## src/rtl/spi_dbuf_pkg.sv

```systemverilog
package spi_dbuf_pkg;
    localparam int DEF_DW = 8;
    localparam int DEF_PW = 3;
    localparam int DEF_RW = 3;

    typedef enum logic [1:0] {
        ENG_IDLE = 2'd0,
        ENG_RUN  = 2'd1,
        ENG_TAIL = 2'd2
    } eng_state_t;
endpackage

```

## src/rtl/spi_rate_div.sv

```systemverilog
module spi_rate_div #(
    parameter int PW = 3,
    parameter int RW = 3
) (
    input  logic          clk,
    input  logic          rst_n,
    input  logic          run,
    input  logic [PW-1:0] presc,
    input  logic [RW-1:0] rate,
    output logic          tick
);
    localparam int CW = PW + (1 << RW) - 1;

    typedef struct packed {
        logic [CW-1:0] cnt;
    } div_t;

    div_t div_d, div_q;
    logic [CW-1:0] limit;

    always_comb begin
        limit = ((CW'(presc) + CW'(1)) << rate) - CW'(1);
        tick  = run && (div_q.cnt == limit);
        div_d = div_q;
        if (!run || tick) begin
            div_d.cnt = '0;
        end else begin
            div_d.cnt = div_q.cnt + CW'(1);
        end
    end

    always_ff @(posedge clk or negedge rst_n) begin
        if (!rst_n) begin
            div_q <= '0;
        end else begin
            div_q <= div_d;
        end
    end

    AST_NO_OVERFLOW: assert property (@(posedge clk) disable iff (!rst_n)
        run |-> (div_q.cnt <= limit));
    AST_HOLD_IDLE: assert property (@(posedge clk) disable iff (!rst_n)
        !run |=> (div_q.cnt == '0));
endmodule

```

## src/rtl/spi_shift_core.sv

```systemverilog
module spi_shift_core
    import spi_dbuf_pkg::*;
#(
    parameter int DW = 8
) (
    input  logic          clk,
    input  logic          rst_n,
    input  logic          tick,
    input  logic          tx_valid,
    input  logic [DW-1:0] tx_byte,
    input  logic          lsb_first,
    input  logic          miso,
    output logic          load,
    output logic          done,
    output logic [DW-1:0] rx_byte,
    output logic          run,
    output logic          sck,
    output logic          mosi,
    output logic          cs_n
);
    localparam int BW = (DW > 1) ? $clog2(DW) : 1;

    typedef struct packed {
        eng_state_t    st;
        logic [DW-1:0] sh;
        logic          smp;
        logic [BW-1:0] bitn;
        logic          sck;
        logic          cs_n;
    } eng_t;

    eng_t e_d, e_q;
    logic [DW-1:0] shifted;

    always_comb begin
        shifted = lsb_first ? {e_q.smp, e_q.sh[DW-1:1]} : {e_q.sh[DW-2:0], e_q.smp};
        rx_byte = shifted;
        load    = 1'b0;
        done    = 1'b0;
        e_d     = e_q;
        unique case (e_q.st)
            ENG_IDLE: begin
                if (tx_valid) begin
                    load      = 1'b1;
                    e_d.sh    = tx_byte;
                    e_d.bitn  = '0;
                    e_d.sck   = 1'b0;
                    e_d.cs_n  = 1'b0;
                    e_d.st    = ENG_RUN;
                end
            end
            ENG_RUN: begin
                if (tick) begin
                    if (!e_q.sck) begin
                        e_d.sck = 1'b1;
                        e_d.smp = miso;
                    end else begin
                        e_d.sck = 1'b0;
                        if (e_q.bitn == BW'(DW-1)) begin
                            done = 1'b1;
                            if (tx_valid) begin
                                load     = 1'b1;
                                e_d.sh   = tx_byte;
                                e_d.bitn = '0;
                            end else begin
                                e_d.st = ENG_TAIL;
                            end
                        end else begin
                            e_d.sh   = shifted;
                            e_d.bitn = e_q.bitn + BW'(1);
                        end
                    end
                end
            end
            ENG_TAIL: begin
                if (tick) begin
                    e_d.cs_n = 1'b1;
                    e_d.st   = ENG_IDLE;
                end
            end
            default: e_d.st = ENG_IDLE;
        endcase
    end

    always_ff @(posedge clk or negedge rst_n) begin
        if (!rst_n) begin
            e_q      <= '0;
            e_q.st   <= ENG_IDLE;
            e_q.cs_n <= 1'b1;
        end else begin
            e_q <= e_d;
        end
    end

    assign run  = (e_q.st != ENG_IDLE);
    assign sck  = e_q.sck;
    assign cs_n = e_q.cs_n;
    assign mosi = lsb_first ? e_q.sh[0] : e_q.sh[DW-1];

    AST_SCK_IDLE_LOW: assert property (@(posedge clk) disable iff (!rst_n)
        cs_n |-> !sck);
    AST_MOSI_ON_FALL: assert property (@(posedge clk) disable iff (!rst_n)
        (!cs_n && $past(!cs_n) && !$stable(mosi)) |-> $fell(sck));
    AST_CS_RELEASE_LOW: assert property (@(posedge clk) disable iff (!rst_n)
        $rose(cs_n) |-> (!sck && $past(!sck)));
endmodule

```

## src/rtl/spi_dbuf_master.sv

```systemverilog
module spi_dbuf_master
    import spi_dbuf_pkg::*;
#(
    parameter int DW = DEF_DW,
    parameter int PW = DEF_PW,
    parameter int RW = DEF_RW
) (
    input  logic          clk,
    input  logic          rst_n,
    input  logic [PW-1:0] presc,
    input  logic [RW-1:0] rate,
    input  logic          lsb_first,
    input  logic          wr_en,
    input  logic [DW-1:0] wr_data,
    output logic          tx_empty,
    input  logic          rd_en,
    output logic [DW-1:0] rd_data,
    output logic          rx_full,
    output logic          sck,
    output logic          mosi,
    input  logic          miso,
    output logic          cs_n
);
    typedef struct packed {
        logic [DW-1:0] tx_buf;
        logic          tx_empty;
        logic [DW-1:0] rx_buf;
        logic          rx_full;
    } host_t;

    host_t h_d, h_q;
    logic          tick, run, core_load, core_done;
    logic [DW-1:0] core_rx;

    spi_rate_div #(.PW(PW), .RW(RW)) u_div (
        .clk   (clk),
        .rst_n (rst_n),
        .run   (run),
        .presc (presc),
        .rate  (rate),
        .tick  (tick)
    );

    spi_shift_core #(.DW(DW)) u_core (
        .clk       (clk),
        .rst_n     (rst_n),
        .tick      (tick),
        .tx_valid  (!h_q.tx_empty),
        .tx_byte   (h_q.tx_buf),
        .lsb_first (lsb_first),
        .miso      (miso),
        .load      (core_load),
        .done      (core_done),
        .rx_byte   (core_rx),
        .run       (run),
        .sck       (sck),
        .mosi      (mosi),
        .cs_n      (cs_n)
    );

    always_comb begin
        h_d = h_q;
        if (core_load) begin
            h_d.tx_empty = 1'b1;
        end
        if (wr_en && h_q.tx_empty) begin
            h_d.tx_buf   = wr_data;
            h_d.tx_empty = 1'b0;
        end
        if (rd_en) begin
            h_d.rx_full = 1'b0;
        end
        if (core_done && !h_q.rx_full) begin
            h_d.rx_buf  = core_rx;
            h_d.rx_full = 1'b1;
        end
    end

    always_ff @(posedge clk or negedge rst_n) begin
        if (!rst_n) begin
            h_q          <= '0;
            h_q.tx_empty <= 1'b1;
        end else begin
            h_q <= h_d;
        end
    end

    assign tx_empty = h_q.tx_empty;
    assign rx_full  = h_q.rx_full;
    assign rd_data  = h_q.rx_buf;

    AST_TXE_FALL_ON_WRITE: assert property (@(posedge clk) disable iff (!rst_n)
        $fell(tx_empty) |-> $past(wr_en));
    AST_RXF_RISE_SELECTED: assert property (@(posedge clk) disable iff (!rst_n)
        $rose(rx_full) |-> $past(!cs_n));
    AST_OVERRUN_KEEP: assert property (@(posedge clk) disable iff (!rst_n)
        (rx_full && !rd_en) |=> (rx_full && $stable(rd_data)));
endmodule

```

## config.mk

```make
export PLATFORM = sky130hd
export DESIGN_NAME = spi_dbuf_master
export DESIGN_NICKNAME = d
export VERILOG_FILES = /design/src/rtl/spi_dbuf_pkg.sv /design/src/rtl/spi_rate_div.sv /design/src/rtl/spi_shift_core.sv /design/src/rtl/spi_dbuf_master.sv
export SDC_FILE = /design/constraint.sdc
export NUM_CORES = 1
export LEC_CHECK = 0
export ABC_AREA = 1
export CORE_ASPECT_RATIO = 0.6
export CORE_MARGIN = 2
export CORE_UTILIZATION = 30
export CTS_CLUSTER_DIAMETER = 80
export DETAILED_ROUTE_END_ITERATION = 8
export GPL_TIMING_DRIVEN = 0
export SKIP_LAST_GASP = 1
export SYNTH_ARGS = -nofsm -noshare
export SYNTH_HDL_FRONTEND = slang
export SYNTH_SLANG_ARGS = --single-unit
```

## constraint.sdc

```tcl
create_clock -name clk -period 2.9 [get_ports clk]
set_input_delay 0.87 -clock clk [delete_from_list [all_inputs] [get_ports clk]]
set_output_delay 0.87 -clock clk [all_outputs]
set_load 0.1 [all_outputs]
```

=== Yosys cells after proc, flatten, opt, wreduce, memory -nomap -nowiden ===
Cells that the tools add are included.

* Add/subtract/negate cells: 4
* Equal/unequal tests: 11
* Shifts and indexed selects: 1
* Mux-type cells: 35
* Bitwise operators: 1
* Reductions and logical operators: 17

{| class="wikitable"
|+ Operator list
! operator !! number
|-
| $mux W10 || 3
|-
| $mux W8 || 3
|-
| $mux W1 || 16
|-
| $pmux W8 S2 || 1
|-
| $mux W15 || 1
|-
| $add A10 B1 Y10 const B || 1
|-
| $eq A10 B10 Y1 || 1
|-
| $reduce_bool A2 Y1 || 5
|-
| $shl A10 B3 Y10 || 1
|-
| $sub A10 B1 Y10 const B || 1
|-
| $mux W3 || 3
|-
| $reduce_and A3 Y1 || 3
|-
| $ne A2 B2 Y1 const B || 4
|-
| $pmux W4 S2 || 1
|-
| $mux W2 || 3
|-
| $pmux W2 S3 || 1
|-
| $reduce_and A6 Y1 || 1
|-
| $mux W5 || 1
|-
| $reduce_and A5 Y1 || 1
|-
| $add A3 B1 Y4 const B || 1
|-
| $ne A2 B1 Y1 const B || 2
|-
| $pmux W1 S2 || 2
|-
| $add A3 B1 Y3 const B || 1
|-
| $eq A3 B3 Y1 const B || 1
|-
| other kinds (8) || 11
|}

* Bits in registers: 44
* Bits of input ports: 20
* Output and inout port bits: 13
* Logic and storage cells: 80

=== Longest topological paths before layout ===
Gate-level depths: netlist (run 1).

* Depth after elaboration: 9
* Depth in mapped cells: 22
* Gate-level depth less buffers: 21

=== Cells and area by module ===
A second synthesis (run 1) with hierarchy kept.

* Cell total of the unflattened synthesis: 447
* Area total of the unflattened synthesis: 3138.0 um^2

{| class="wikitable"
|+ Modules (own cells, without submodules)
! module !! times used !! cells each !! area an instance (um^2) !! sequential area each (um^2)
|-
| spi_rate_div || 1 || 184 || 1219.9 || 250.2
|-
| spi_shift_core || 1 || 180 || 1133.6 || 401.6
|-
| spi_dbuf_master || 1 || 83 || 784.5 || 451.7
|}

=== Worst setup path before layout (run 1) ===
No wires, ideal clock.

* Path type: input -> output
* Start point: input lsb_first
* End point: output mosi
* Arrival: 3363 ps
* Required time: 2030 ps
* Slack: -1333 ps
* Stages: 3
* Path buffers: 2
* Path through: clkbuf_1 -> clkbuf_1 -> o21ai_0

* Longest elaborated chain between the ends: 1

{| class="wikitable"
|+ Ends and longest elaborated chain
! item !! RTL line !! source
|-
| from (decl) || spi_dbuf_master.sv:12 || <nowiki>input logic lsb_first,</nowiki>
|-
| $mux W1 || spi_shift_core.sv:98 || <nowiki>assign mosi = lsb_first ? e_q.sh[0] : e_q.sh[DW-1];</nowiki>
|-
| to (decl) || spi_dbuf_master.sv:20 || <nowiki>output logic mosi,</nowiki>
|}

No other way between the ends.

=== Worst setup path after layout (run 1) ===
* Start point: input presc[0]
* End point: register u_core.e_q[5] (netlist bit)

* Longest elaborated chain between the ends: 6

{| class="wikitable"
|+ Ends and longest elaborated chain
! item !! RTL line !! source
|-
| from (decl) || spi_dbuf_master.sv:10 || <nowiki>input logic [PW-1:0] presc,</nowiki>
|-
| $add A3 B1 Y4 || spi_rate_div.sv:22 || <nowiki>limit = ((CW'(presc) + CW'(1)) << rate) - CW'(1);</nowiki>
|-
| $shl A10 B3 Y10 || spi_rate_div.sv:22 ||
|-
| $sub A10 B1 Y10 || spi_rate_div.sv:22 ||
|-
| $eq A10 B10 Y1 || spi_rate_div.sv:23 || <nowiki>tick = run && (div_q.cnt == limit);</nowiki>
|-
| $logic_and A1 B1 Y1 || spi_rate_div.sv:23 ||
|-
| $reduce_and A3 Y1 (no source line) || n/a ||
|-
| to (decl) || spi_shift_core.sv:32 || <nowiki>eng_t e_d, e_q;</nowiki>
|}

No other way between the ends.
A chain may end at the register's enable or synchronous reset.

==> results.md, run 1 <==
Timing:
- Across all setup checks in the final design, the least slack found is -0.0456 ns.
- Headroom to the max-slew limit came out at 0.329.
- The number of hold violations in the final report is 0.
- The worst-margin pin slew is 1.00 ns.
- Setup repair after global routing could not meet its margin everywhere.
- The clock tree skew after final layout is 0.00827 ns.
- The time the final worst path needs with I/O delays and setup is 2.95 ns.
- Setup violations remaining at the end of the flow were counted as 13.
- The final sum of negative setup slack is -0.242 ns.
- The number of pins exceeding their max-slew limit in the final report is 0.
- Of the available clock period, the critical path in the final layout requires 1.02.
- The top achievable clock speed is 0.339 GHz.

Hold path:
- The path class of the tightest hold or removal check is primary input to asynchronous set/reset pin.

Clock tree:
- For the worst-skew pair, the clock arrives at the later sink with an insertion delay of 0.29 ns.
- The CTS buffer count is 5.
- The CTS tree is yes.
- The maximum level of the CTS H-tree is 2.
- The root buffer selected by CTS is clkbuf_16.
- The number of hold buffers added after CTS is 0.
- The number of buffers between clock root and the deepest sink is 2.
- The clock net in this run drives a total of 44 sinks.
- The clock-pin transition on the worst setup and hold timing paths is 0.07 ns.

Yosys:
- Of the synthesized area, sequential elements account for 0.335.
- The mean area per synthesized cell is 7.06 um2.
- The area of the mapped netlist is 3300 um2.
- The number of nets handed over by synthesis was 492.
- The synthesized-area fraction occupied by adder cells is 0.0190.
- The portion of netlist area occupied by mux cells is 0.
- The number of warning messages in the yosys log is 0.
- The share of the synthesized area in compound gates (AO/OA/AOI/OAI) is 0.0778.
- The top-area cell type share of the netlist area is 0.319.
- The cell count after synthesis is 467.
- Yosys attributes the largest share of cell area to dfrtp_1 32%, nand2_1 18%, nand3_1 7.3%, inv_1 4.7%, nand2_2 4.4%.
- The simple logic cell fraction of the synthesized area is 0.448.
- The number of synthesized register bits is 44.
- Of the total synthesized cell area, the portion taken by XOR and XNOR cells is 0.0159.
- The unique cell type count in the Yosys netlist is 34.
- The biggest area contributor in the post-synthesis netlist is dfrtp_1.
- By area, the combinational part of the netlist is dominated by simple AND/OR/NAND/NOR gates.

Drt:
- After detailed routing, the number of remaining DRC violations is 0.
- The sum of met3 wire segment lengths after detailed routing is 530 um.
- The number of vias after detailed routing is 3,191.
- The per-cell via count in the routed design is 4.77.
- The first TritonRoute pass finished after 4 iterations.
- Once detail routing completed, the nets flagged for antenna violations numbered 0.
- Wires add up to 8920 um.
- The met2 layer wire length in the routed design is 3670 um.
- The routed length on met1 is 4670 um.
- The number of violations reported at the end of detailed-routing iteration 0 is 304.
- The top metal layer carrying routed signals is met4.
- In the final routed layout, each cell accounts on average for 13.3 um.

Power and ir drop:
- The worst IR drop on VDD is 322 uV.
- The proportion of power drawn by combinational gates is 0.374.
- The part of the total power dissipated in sequential elements is 0.359.
- Summed over all cells, the static leakage comes to 2.23 nW.
- In this run the power spent charging and discharging nets is 928 uW.
- Of the total power, the clock network draws 0.267.
- Dividing total power by cell area gives a power density of 528 nW/um2.
- Of the total power, the share spent switching nets is 0.385.
- Internal power comes to 1.48 mW.

Placed design:
- The number of buffers added on ports is 29.
- The placed wire-length estimate after detailed placement is 6420 um.
- The global placer's final weighted congestion is 0.877.
- At the placement stage, the worst setup path has a slack of -1.01 ns.

Outcome:
- The flow ran to the end, but the final reports show violations.
- The checks that failed: negative setup slack.

Worst setup path:
- The worst setup path is of the primary input to register kind.
- The data required time at the worst endpoint is 3.07 ns.
- The highest fanout seen on the critical path is 3.
- The startpoint of the lowest-slack register-to-register path is u_core.e_q[15].
- The endpoint of the most critical register-to-register path is rd_data[6].
- STA classifies the critical path startpoint as a primary input.
- STA classifies the critical path endpoint as a register.
- The data arrival time of the critical path is 3.12 ns.
- The setup check on the worst reg-to-reg path leaves a slack of 0.24 ns.
- The worst-case reg-to-reg path depth is 7.

Cells and area:
- The library cell used most frequently in the layout, excluding fill and tap cells, is nand2_1.
- The area added between synthesis and finish is 38.4%.
- The repair_antennas step left the layout with diodes totalling 0.
- The final layout contains 554 nets.
- The library cells used most frequently in the layout, excluding fill and tap cells, are 137 x nand2_1, 42 x dfrtp_1, 38 x nand3_1.
- The fraction of final layout cells sized beyond drive strength 1 is 0.332.

Die:
- The starting density of the core is 0.310.
- After floorplanning, the core was divided into 29 placement rows.
- During I/O placement, the number of pins put on the boundary was 33.
- The die extent in x is 139 um.
- The die outline height is 85.2 um.
- The area of the placeable core is 10,600 um2.
- The die covers 11,900 um2.

Job:
- Across the run, the number of max-cap violations was 0.

Global routing:
- The initial antenna violation count is 0.
- The combined global-route utilization of all metal layers is 0.149.
- The first-pass GRT wire length is 14,200 um.
- After global routing the overflow that remains totals 0.
- Entering global routing, the biggest net connects 37 pins.
- The number of global-route vias before repair came to 2,786.
==> layer usage <==
metal,vias up,global-route usage
met3,5,0.0237
met4,0,0.0303
met5,-,0
met2,105,0.197
li1,1610,-
met1,1471,0.247
==> kinds of logic after synthesis <==
logic type,after synthesis
XOR/XNOR,6
flip-flops,44
buffers and inverters,72
AND/OR/NAND/NOR,298
AO/OA/AOI/OAI,42
adder cells (fa/ha/maj),5
==> through the flow <==
step / power (mW) / cell area, um2 / utilization / hold WS (ns) / std cells
6_report: 2.41 / 4570 / 0.429 / 0.431 / 669
5_1_grt: 2.56 / 4570 / 0.429 / 0.446 / 669
4_1_cts: 2.34 / 4380 / 0.412 / 0.436 / 663
3_5_place_dp: 1.61 / 3800 / 0.358 / 0.475 / 636
3_3_place_gp: 1.58 / 3790 / 0.356 / 0.464 / 635
2_1_floorplan: 1.40 / 3320 / - / 0.448 / 467
==> cell type report <==
class / instances / area (um2)
clock inverter: 2 / 35.0
buffer: 20 / 159
clock buffer: 6 / 129
sequential: 44 / 1100
inverter: 52 / 198
timing repair buffer: 53 / 584
multi-input combinational: 353 / 2180
fill: 1037 / 6070
tap: 139 / 174
==> state kept, by name, indices dropped and copies added, names as in the netlist <==
register     cells
u_core.e_q      14
u_div.div_q     10
h_q              8
rd_data          8
rx_full          1
tx_empty         1
u_core.cs_n      1
u_core.sck       1
==> worst max-delay path by stage <==
stage	startpoint	end	slack [ns]	depth (start not counted)
final	presc[0]	u_core.e_q[5]	-0.05	19
after global routing	presc[0]	u_core.e_q[2]	-0.19	20
after CTS	presc[1]	u_core.e_q[7]	-0.13	19
after detailed placement	presc[0]	rd_data[7]	-1.01	16
after global placement	presc[0]	u_core.e_q[4]	-0.98	18
after floorplan	presc[0]	u_core.e_q[4]	0.05	17
==> power by group through the flow <==
stage	sequential, mW	clock, mW	combinational, mW
floorplan	0.863	0	0.535
global placement	0.858	0	0.724
detailed placement	0.863	0	0.745
CTS	0.855	0.652	0.828
global route	0.881	0.677	1.00
finish	0.865	0.643	0.902
==> synth_stat cells <==
cell type  count
a31oi_1        1
nor4_1         1
xor2_1         4
nor2_1        25
nor2_4         6
inv_4          1
clkinv_1       2
a21oi_4        1
ha_1           5
inv_2          8
o21ai_1        2
nand2_4        2
nor2_2         5
nor3b_1        4
nand2_2       23
a21oi_1        8
buf_6          4
nand4_1        4
o21ai_2        9
nand3_2       12
nor3_1         3
dfstp_2        2
dfrtp_1       42
xnor2_1        2
o21ai_0       21
nand2_1      159
nand3_1       48
nand3_4        3
inv_1         41
buf_4         11
or2_1          1
clkbuf_1       5
or2_0          1
nand4_4        1
==> worst max-delay path, cell delays in order <==
cell and delay, ns:
buf_12 0.10, ha_4 0.27, o21ai_4 0.06, nor2_4 0.11, nand2_2 0.09, ha_4 0.18
inv_2 0.04, nand4_1 0.15, nand3_2 0.13, nand3_2 0.09, nor2_4 0.14, nand3_2 0.10
buf_6 0.13, nor2_4 0.13, buf_12 0.14, buf_4 0.12, nand2_4 0.06, nor2_4 0.12
o21ai_0 0.07
==> repair_timing <==
item / CTS / global route
setup endpoints to repair: 38 / 38
setup buffers: 14 / 6
resized for setup: 67 / 46
cloned: 5 / 0
pin swaps: 24 / 35
Note: power is estimated with default switching activity, not from simulation.
==> run 2, diff against run 1 <==
--- a/config.mk
+++ b/config.mk
@@ -13,6 +13,7 @@
 export DETAILED_ROUTE_END_ITERATION = 8
 export GPL_TIMING_DRIVEN = 0
 export SKIP_LAST_GASP = 1
+export SLEW_MARGIN = 20
 export SYNTH_ARGS = -nofsm -noshare
 export SYNTH_HDL_FRONTEND = slang
 export SYNTH_SLANG_ARGS = --single-unit
==> run 2 against run 1 <==
The flow now finishes without violations. Cell area shrank 2.8%. Utilization is 1.2 points lower. Routed wire length down 2.1%. Via count decreased by 1.6%. Clock skew fell by 0.0039 ns. Sequential share of layout area increased by 0.70 points. Sequential power about the same. Clock-buffer cell count up 2. Worst hold slack gained 0.057 ns. First-iteration DRC count shrank 2.0%. Cell count fell by 1.2%. Largest power group is now registers.
==> results.md, run 2 (synthesized netlist as in run 1, its figures left out) <==
Clock tree:
- The CTS sink count is 44 (unchanged).
- The clock-pin transition on the worst setup and hold timing paths came to 0.06 ns (about the same).
- TritonCTS built the clock tree.
- The CTS buffer count is 5 (unchanged).
- The root buffer cell chosen for the clock tree is clkbuf_16.
- The source-to-sink clock delay at the later pin of the worst-skew pair was 0.28 ns (about the same).
- The number of hold buffers added after CTS is 0 (unchanged).
- The number of buffers between clock root and the deepest sink was 2 (unchanged).
- The maximum level of the CTS H-tree is 2 (unchanged).

Worst setup path:
- STA classifies the critical path endpoint as a register.
- Traced cell by cell, the critical path runs through buf_12 -> ha_4 -> buf_6 -> or2_4 -> nand3_2 -> nand3_2 -> nand2_4 -> nand2_4 -> nor2_4 -> nand2_1 -> nand2_2 -> nand2_2 -> nor2_2 -> nand2_2 -> nor2_4 -> buf_12 -> buf_8 -> nand3_4 -> nor2_1 -> nand2_1 -> nand2_1.
- The data required time at the worst endpoint is 3.12 ns (+0.05 ns).
- The worst stage delay on the critical path is 0.24 ns (-0.03 ns).
- The slowest cell on the critical path is ha_4.
- The highest fanout seen on the critical path is 5 (+2).
- The startpoint type of the worst setup path is a primary input.
- The data arrival time of the critical path is 3.11 ns (about the same).
- The worst setup path category is primary input to register.

Cells and area:
- The fraction of final layout cells sized beyond drive strength 1 is 0.307 (-0.0256).
- The most frequent standard cell in the layout excluding fill and tap cells is nand2_1.
- The register with the most flip-flops is u_core.e_q.
- The final cell count without fillers was 661 (-1.2%).
- The largest registers in the layout are u_core.e_q (14), u_div.div_q (10).
- The net count of the finished layout is 546 (-1.4%).
- The total inserted antenna cells is 0 (unchanged).
- The flip-flop count of the largest register after layout was 14 (unchanged).
- In the layout the commonest cells are 139 x nand2_1, 42 x dfrtp_1, 40 x inv_1, 40 x nand3_1, 30 x nand2_2.
- The area added between synthesis and finish is 34.6%.

Timing:
- The final worst-path cycle share was 0.995 (-0.0205).
- The final setup slack of the worst path was 0.0138 ns (+0.0595 ns).
- The number of pins exceeding their max-slew limit in the final report is 0 (unchanged).
- The time the final worst path needs with I/O delays and setup is 2.89 ns (-0.0595 ns).
- The worst-margin pin slew is 1.00 ns (-0.00380 ns).
- Setup repair after global routing could not meet its margin everywhere.
- The worst slew margin relative to its limit is 0.331 (+0.00254).
- The number of hold violations in the final report was 0 (unchanged).
- The clock tree skew after final layout came to 0.00437 ns (-0.00390 ns).
- The number of endpoints failing setup at the final stage is 0 (-13).
- The top achievable clock speed is 0.346 GHz (+2.1%).

Drt:
- The number of nets with antenna violations after detailed routing is 0 (unchanged).
- The first-pass iteration count of the detailed router is 4 (unchanged).
- The DRC violation count after routing was 0 (unchanged).
- The number of violations reported at the end of detailed-routing iteration 0 is 298 (-2.0%).
- The per-cell via count in the routed design is 4.75 (-0.44%).
- The number of vias after detailed routing was 3,139 (-1.6%).
- The average routed wire per standard cell was 13.2 um (-0.89%).
- The overall routed net length is 8740 um (-2.1%).

Global routing:
- The initial antenna violation count is 0 (unchanged).
- The pin count of the biggest net entering global routing is 28 (-24%).
- The combined global-route utilization of all metal layers is 0.147 (-0.00230).
- The first-pass GRT wire length was 14,100 um (-0.97%).
- The number of global-route vias before repair came to 2,789 (+0.11%).
- The leftover overflow at the end of global routing is 0 (unchanged).

Die:
- The area of the placeable core was 10,600 um2 (unchanged).
- The row count was 29 (unchanged).
- The top-level I/O count is 33 (unchanged).
- The starting density of the core is 0.310 (unchanged).
- The overall die area is 11,900 um2 (unchanged).
- The die extent in x is 139 um (unchanged).
- The die outline height came to 85.2 um (unchanged).

Placed design:
- The global placer's final weighted congestion is 0.877 (unchanged).
- The placed instance count came to 636 (unchanged).
- The worst slack at placement is -1.02 ns (-0.00344 ns).
- The placed wire-length estimate after detailed placement was 6450 um (+0.38%).
- The number of buffers added on ports is 29 (unchanged).

Job:
- The max-capacitance violation count is 0 (unchanged).

Power and ir drop:
- The overall power of the completed layout is 2.32 mW (-3.7%).
- The power density relative to cell area came to 523 nW/um2 (-0.88%).
- The worst IR drop on VDD is 228 uV (-29%).
- The reported leakage power was 2.16 nW (-3.1%).

Outcome:
- The flow ran to the end, and the final reports show no timing, DRC or antenna violations.

Hold path:
- The worst hold path belongs to the class register to register.
[run 2: cell count changes in the layout (fill, tap and decap cells not counted), sizes merged]
| cell | before | now |
|---|---|---|
| buf | 42 | 36 |
| bufinv | 1 | 0 |
| clkbuf | 14 | 15 |
| clkinv | 3 | 2 |
| nand2 | 185 | 184 |
[run 2: report_power, final]
group | switching [mW] | internal (mW) | leakage, nW | total (mW)
clock | 0.232 | 0.367 | 0.0772 | 0.600
combinational | 0.539 | 0.318 | 1.55 | 0.857
sequential | 0.138 | 0.728 | 0.527 | 0.866
total | 0.909 | 1.41 | 2.16 | 2.32
[run 2: worst max-delay path: cells and delay by family]
kind | cells | cell delay (ns)
buffers and inverters | 4 | 0.46
adder cells (fa/ha/maj) | 1 | 0.24
AND/OR/NAND/NOR | 16 | 1.54
[run 2: layer usage]
layer | track usage | part of all wire | up-vias
met2 | 0.197 | 0.40 | 74
met5 | 0 | 0 | -
met4 | 0.0275 | 0.0061 | 0
li1 | - | - | 1595
met1 | 0.243 | 0.55 | 1465
met3 | 0.0226 | 0.039 | 5
[run 2: worst paths after layout]
check	depth (start not counted)	end	slack (ns)	from
worst max-delay path	21	u_core.e_q[2]	0.01	presc[0]
max in group asynchronous	2	u_div.div_q[3]	1.77	rst_n
worst min register to register	2	u_core.e_q[8]	0.49	u_core.e_q[8]
worst min-delay path	2	u_core.e_q[8]	0.49	u_core.e_q[8]
min in group asynchronous	1	rd_data[5]	0.61	rst_n
worst max register to register	7	rd_data[6]	0.37	u_core.e_q[15]
[run 2: area by class of cell]
cell class / count / area (um2)
flip-flops and latches: 44 / 1100
inverters: 52 / 200
well taps: 139 / 174
fillers: 1048 / 6190
plain buffers: 20 / 156
multi-input cells: 352 / 2140
clock buffers: 8 / 156
repair buffers: 46 / 509
[run 2: metrics by stage]
step / hold slack [ns] / setup TNS, ns / instance area (um2) / util
6_report: 0.488 / 0 / 4440 / 0.417
5_1_grt: 0.506 / -1.67 / 4440 / 0.417
4_1_cts: 0.491 / -0.248 / 4240 / 0.399
3_5_place_dp: 0.470 / -34.18 / 3810 / 0.358
3_3_place_gp: 0.464 / -43.02 / 3790 / 0.356
2_1_floorplan: 0.448 / 0 / 3320 / -
[run 2: timing repair]
action / 4_1_cts / 5_1_grt
endpoints found under the setup margin: 38 / 38
gates cloned: 3 / 0
pin swaps: 17 / 32
buffers inserted: 8 / 6
resized for setup: 53 / 47
==> run 3, diff against run 2 <==
--- a/config.mk
+++ b/config.mk
@@ -5,13 +5,13 @@
 export SDC_FILE = /design/constraint.sdc
 export NUM_CORES = 1
 export LEC_CHECK = 0
-export ABC_AREA = 1
 export CORE_ASPECT_RATIO = 0.6
 export CORE_MARGIN = 2
 export CORE_UTILIZATION = 30
 export CTS_CLUSTER_DIAMETER = 80
 export DETAILED_ROUTE_END_ITERATION = 8
 export GPL_TIMING_DRIVEN = 0
+export MAX_ROUTING_LAYER = met4
 export SKIP_LAST_GASP = 1
 export SLEW_MARGIN = 20
 export SYNTH_ARGS = -nofsm -noshare
==> run 3 against run 2 <==
The run now ends with negative setup slack left. Clock power increased by 13%. Via count decreased by 8.6%. Global-route usage increased by 1.4 points. Routed wire length increased by 0.43%. Highest routed layer unchanged.
==> results.md, run 3 <==
Outcome:
- The run finished, with violations left.
- The final reports fail on negative setup slack.

Worst setup path:
- The worst setup path category is primary input to register.
- The reg2reg setup slack is 0.46 ns (+0.09 ns).
- The highest fanout seen on the critical path came to 5 (unchanged).
- The data arrival time of the critical path is 3.54 ns (+0.43 ns).
- STA classifies the critical path endpoint as a register.
- The endpoint of the most critical register-to-register path is u_core.e_q[2].
- In this run the critical register-to-register path is launched from u_div.div_q[3].
- The startpoint type of the worst setup path is a primary input.
- The worst-case reg-to-reg path depth was 7 (unchanged).
- The data required time at the worst endpoint came to 3.08 ns (-0.04 ns).

Power and ir drop:
- The power density relative to cell area is 596 nW/um2 (+14%).
- The worst IR drop on VDD was 290 uV (+27%).
- The reported leakage power was 1.94 nW (-9.9%).
- The overall power of the completed layout is 2.63 mW (+13%).

Timing:
- The worst hold slack is 0.484 ns (-0.00397 ns).
- The final worst-path cycle share was 1.16 (+0.165).
- The number of endpoints failing setup at the final stage was 36 (+36).
- The worst slew margin relative to its limit was 0.340 (+0.00931).
- The number of hold violations in the final report is 0 (unchanged).
- The clock tree skew after final layout is 0.00531 ns (+0.000941 ns).
- The worst-margin pin slew came to 0.986 ns (-0.0139 ns).
- The final sum of negative setup slack was -12.80 ns (-12.80 ns).
- Setup repair after global routing could not meet its margin everywhere.
- The time the final worst path needs with I/O delays and setup came to 3.36 ns (+0.478 ns).
- The top achievable clock speed is 0.297 GHz (-14%).
- The number of pins exceeding their max-slew limit in the final report came to 0 (unchanged).
- The final setup slack of the worst path was -0.464 ns (-0.478 ns).

Die:
- The top-level I/O count is 33 (unchanged).
- The die extent in x is 137 um (-2.0%).
- The starting density of the core is 0.315 (+0.00461).
- The area of the placeable core is 10,100 um2 (-5.4%).
- The overall die area was 11,400 um2 (-3.9%).
- The die outline height is 83.6 um (-1.9%).
- The row count is 28 (-3.4%).

Drt:
- The number of violations reported at the end of detailed-routing iteration 0 came to 267 (-10%).
- The overall routed net length is 8780 um (+0.43%).
- The DRC violation count after routing is 0 (unchanged).
- The number of vias after detailed routing is 2,869 (-8.6%).
- The average routed wire per standard cell is 16.0 um (+21%).
- The first-pass iteration count of the detailed router is 5 (+1).
- The per-cell via count in the routed design is 5.23 (+10%).
- The number of nets with antenna violations after detailed routing is 0 (unchanged).

Yosys:
- The count of flip-flops with a built-in enable after synthesis is 0 (unchanged).
- The post-synthesis net count is 368 (-25%).
- The synthesized design spends more area on one cell type than any other, namely dfrtp_1.
- The register area share after synthesis is 0.349 (+0.0140).
- The cell count after synthesis came to 343 (-27%).
- In the synthesized netlist, the cells that appear most often are 42 x dfrtp_1, 29 x nor2_1, 26 x mux2i_1.
- The most numerous cell in the Yosys netlist is dfrtp_1.
- The mean area per synthesized cell is 9.23 um2 (+31%).
- The number of synthesized register bits is 44 (unchanged).
- The area of the mapped netlist came to 3170 um2 (-4.0%).
- The async set or reset register ratio after synthesis is 1.00 (unchanged).
- The number of warning messages in the yosys log came to 0 (unchanged).
- The flip-flop cell with the highest count after synthesis is dfrtp_1.
- The top-area cell type share of the netlist area is 0.332 (+0.0134).
- The unique cell type count in the Yosys netlist was 63 (+85%).
- Yosys attributes the largest share of cell area to dfrtp_1 33%, mux2i_1 8.2%, nor2_1 3.4%, mux2_2 3.2%, xor2_1 3.0%.

Placed design:
- The global placer's final weighted congestion is 0.869 (-0.99%).
- The worst slack at placement came to -1.66 ns (-0.646 ns).
- The number of buffers added on ports is 30 (+3.4%).
- The placed wire-length estimate after detailed placement is 6270 um (-2.7%).
- The cell area after placement is 3780 um2 (-0.79%).
- The placed instance count came to 509 (-20%).

Cells and area:
- The sequential cell area in the final layout is 1100 um2 (unchanged).
- The total inserted antenna cells is 0 (unchanged).
- The flip-flop count of the largest register after layout was 14 (unchanged).
- The cell area after layout came to 4410 um2 (-0.68%).
- The post-route core utilization came to 0.438 (+0.0210).
- In the layout the commonest cells are 42 x dfrtp_1, 36 x buf_4, 26 x nor2_1.
- The fraction of final layout cells sized beyond drive strength 1 is 0.324 (+0.0172).
- The multi-input combinational cell area is 2100 um2 (-1.6%).
- The largest registers in the layout are u_core.e_q (14), u_div.div_q (10).
- The final cell count without fillers was 549 (-17%).
- The number of fillers in the final layout is 931 (-11%).
- The register with the most flip-flops is u_core.e_q.
- Leaving out fill and tap cells, the most frequent cell in the layout is dfrtp_1.
- The area added between synthesis and finish is 39.2%.
- The net count of the finished layout was 438 (-20%).

Clock tree:
- The CTS sink count is 44 (unchanged).
- The cell sitting at the root of the clock tree is a clkbuf_16.
- TritonCTS built the clock tree.
- The clock-pin transition on the worst setup and hold timing paths was 0.06 ns (about the same).
- The CTS buffer count is 5 (unchanged).
- The number of hold buffers added after CTS came to 0 (unchanged).
- The source-to-sink clock delay at the later pin of the worst-skew pair is 0.29 ns (about the same).
- The maximum level of the CTS H-tree is 2 (unchanged).
- The number of buffers between clock root and the deepest sink is 2 (unchanged).

Global routing:
- The leftover overflow at the end of global routing was 0 (unchanged).
- The number of global-route vias before repair is 2,718 (-2.5%).
- The pin count of the biggest net entering global routing was 32 (+14%).
- The first-pass GRT wire length was 14,200 um (+0.49%).
- The initial antenna violation count is 0 (unchanged).
- The combined global-route utilization of all metal layers is 0.161 (+0.0141).

Hold path:
- The kind of path behind the tightest hold check is primary input to asynchronous set/reset pin.

Job:
- The max-capacitance violation count is 0 (unchanged).
## run 3: how the worst max path moves through the flow
| stage | from | slack, ns | endpoint |
|---|---|---|---|
| 2_1_floorplan | presc[0] | -0.57 | u_core.e_q[5] |
| 3_3_place_gp | presc[0] | -1.62 | u_core.e_q[5] |
| 3_5_place_dp | presc[0] | -1.66 | u_core.e_q[5] |
| 4_1_cts | presc[1] | -0.53 | u_core.e_q[2] |
| 5_1_grt | presc[1] | -0.59 | u_core.e_q[8] |
| 6_report | presc[1] | -0.46 | u_core.e_q[2] |
## run 3: power breakdown
| group | internal [mW] | switching, mW |
|---|---|---|
| sequential | 0.778 | 0.170 |
| combinational | 0.414 | 0.584 |
| clock | 0.432 | 0.247 |
| total | 1.62 | 1.00 |
## run 3: layout make-up
cell class | count | share of cell area
clock buffers | 6 | 0.0315
well taps | 135 | 0.0383
clock inverters | 2 | 0.00880
inverters | 25 | 0.0221
repair buffers | 63 | 0.135
flip-flops and latches | 44 | 0.250
multi-input cells | 251 | 0.477
plain buffers | 23 | 0.0369
## run 3: logic make-up after synthesis
group	count (synthesis)	share of synthesized area
flops	44	0.349
fa+ha+maj	5	0.0198
xor+xnor	21	0.0628
compound gates	69	0.177
buf+inv	48	0.0739
simple gates	118	0.191
mux	38	0.127
## run 3: metal layers
layer	GRT usage	routed length, um
met1	0.253	4510
met2	0.207	3690
met3	0.0352	494
met4	0.0275	80
met5	-	0
## run 3: worst max-delay path, cell delays in order
cell and delay (ns):
buf_8 0.10, ha_4 0.25, or2_4 0.25, nand3_2 0.10
ha_4 0.15, xor2_2 0.15, a21oi_1 0.05, nand4b_1 0.29
a211oi_2 0.28, nand4_4 0.18, a2111oi_4 0.26, o211ai_2 0.13
buf_6 0.16, mux2_4 0.29
## run 3: what timing repair did
item	CTS	global route
setup buffers	24	8
gates cloned	0	1
setup endpoints to repair	37	37
pin swaps	21	15
resized for setup	45	31
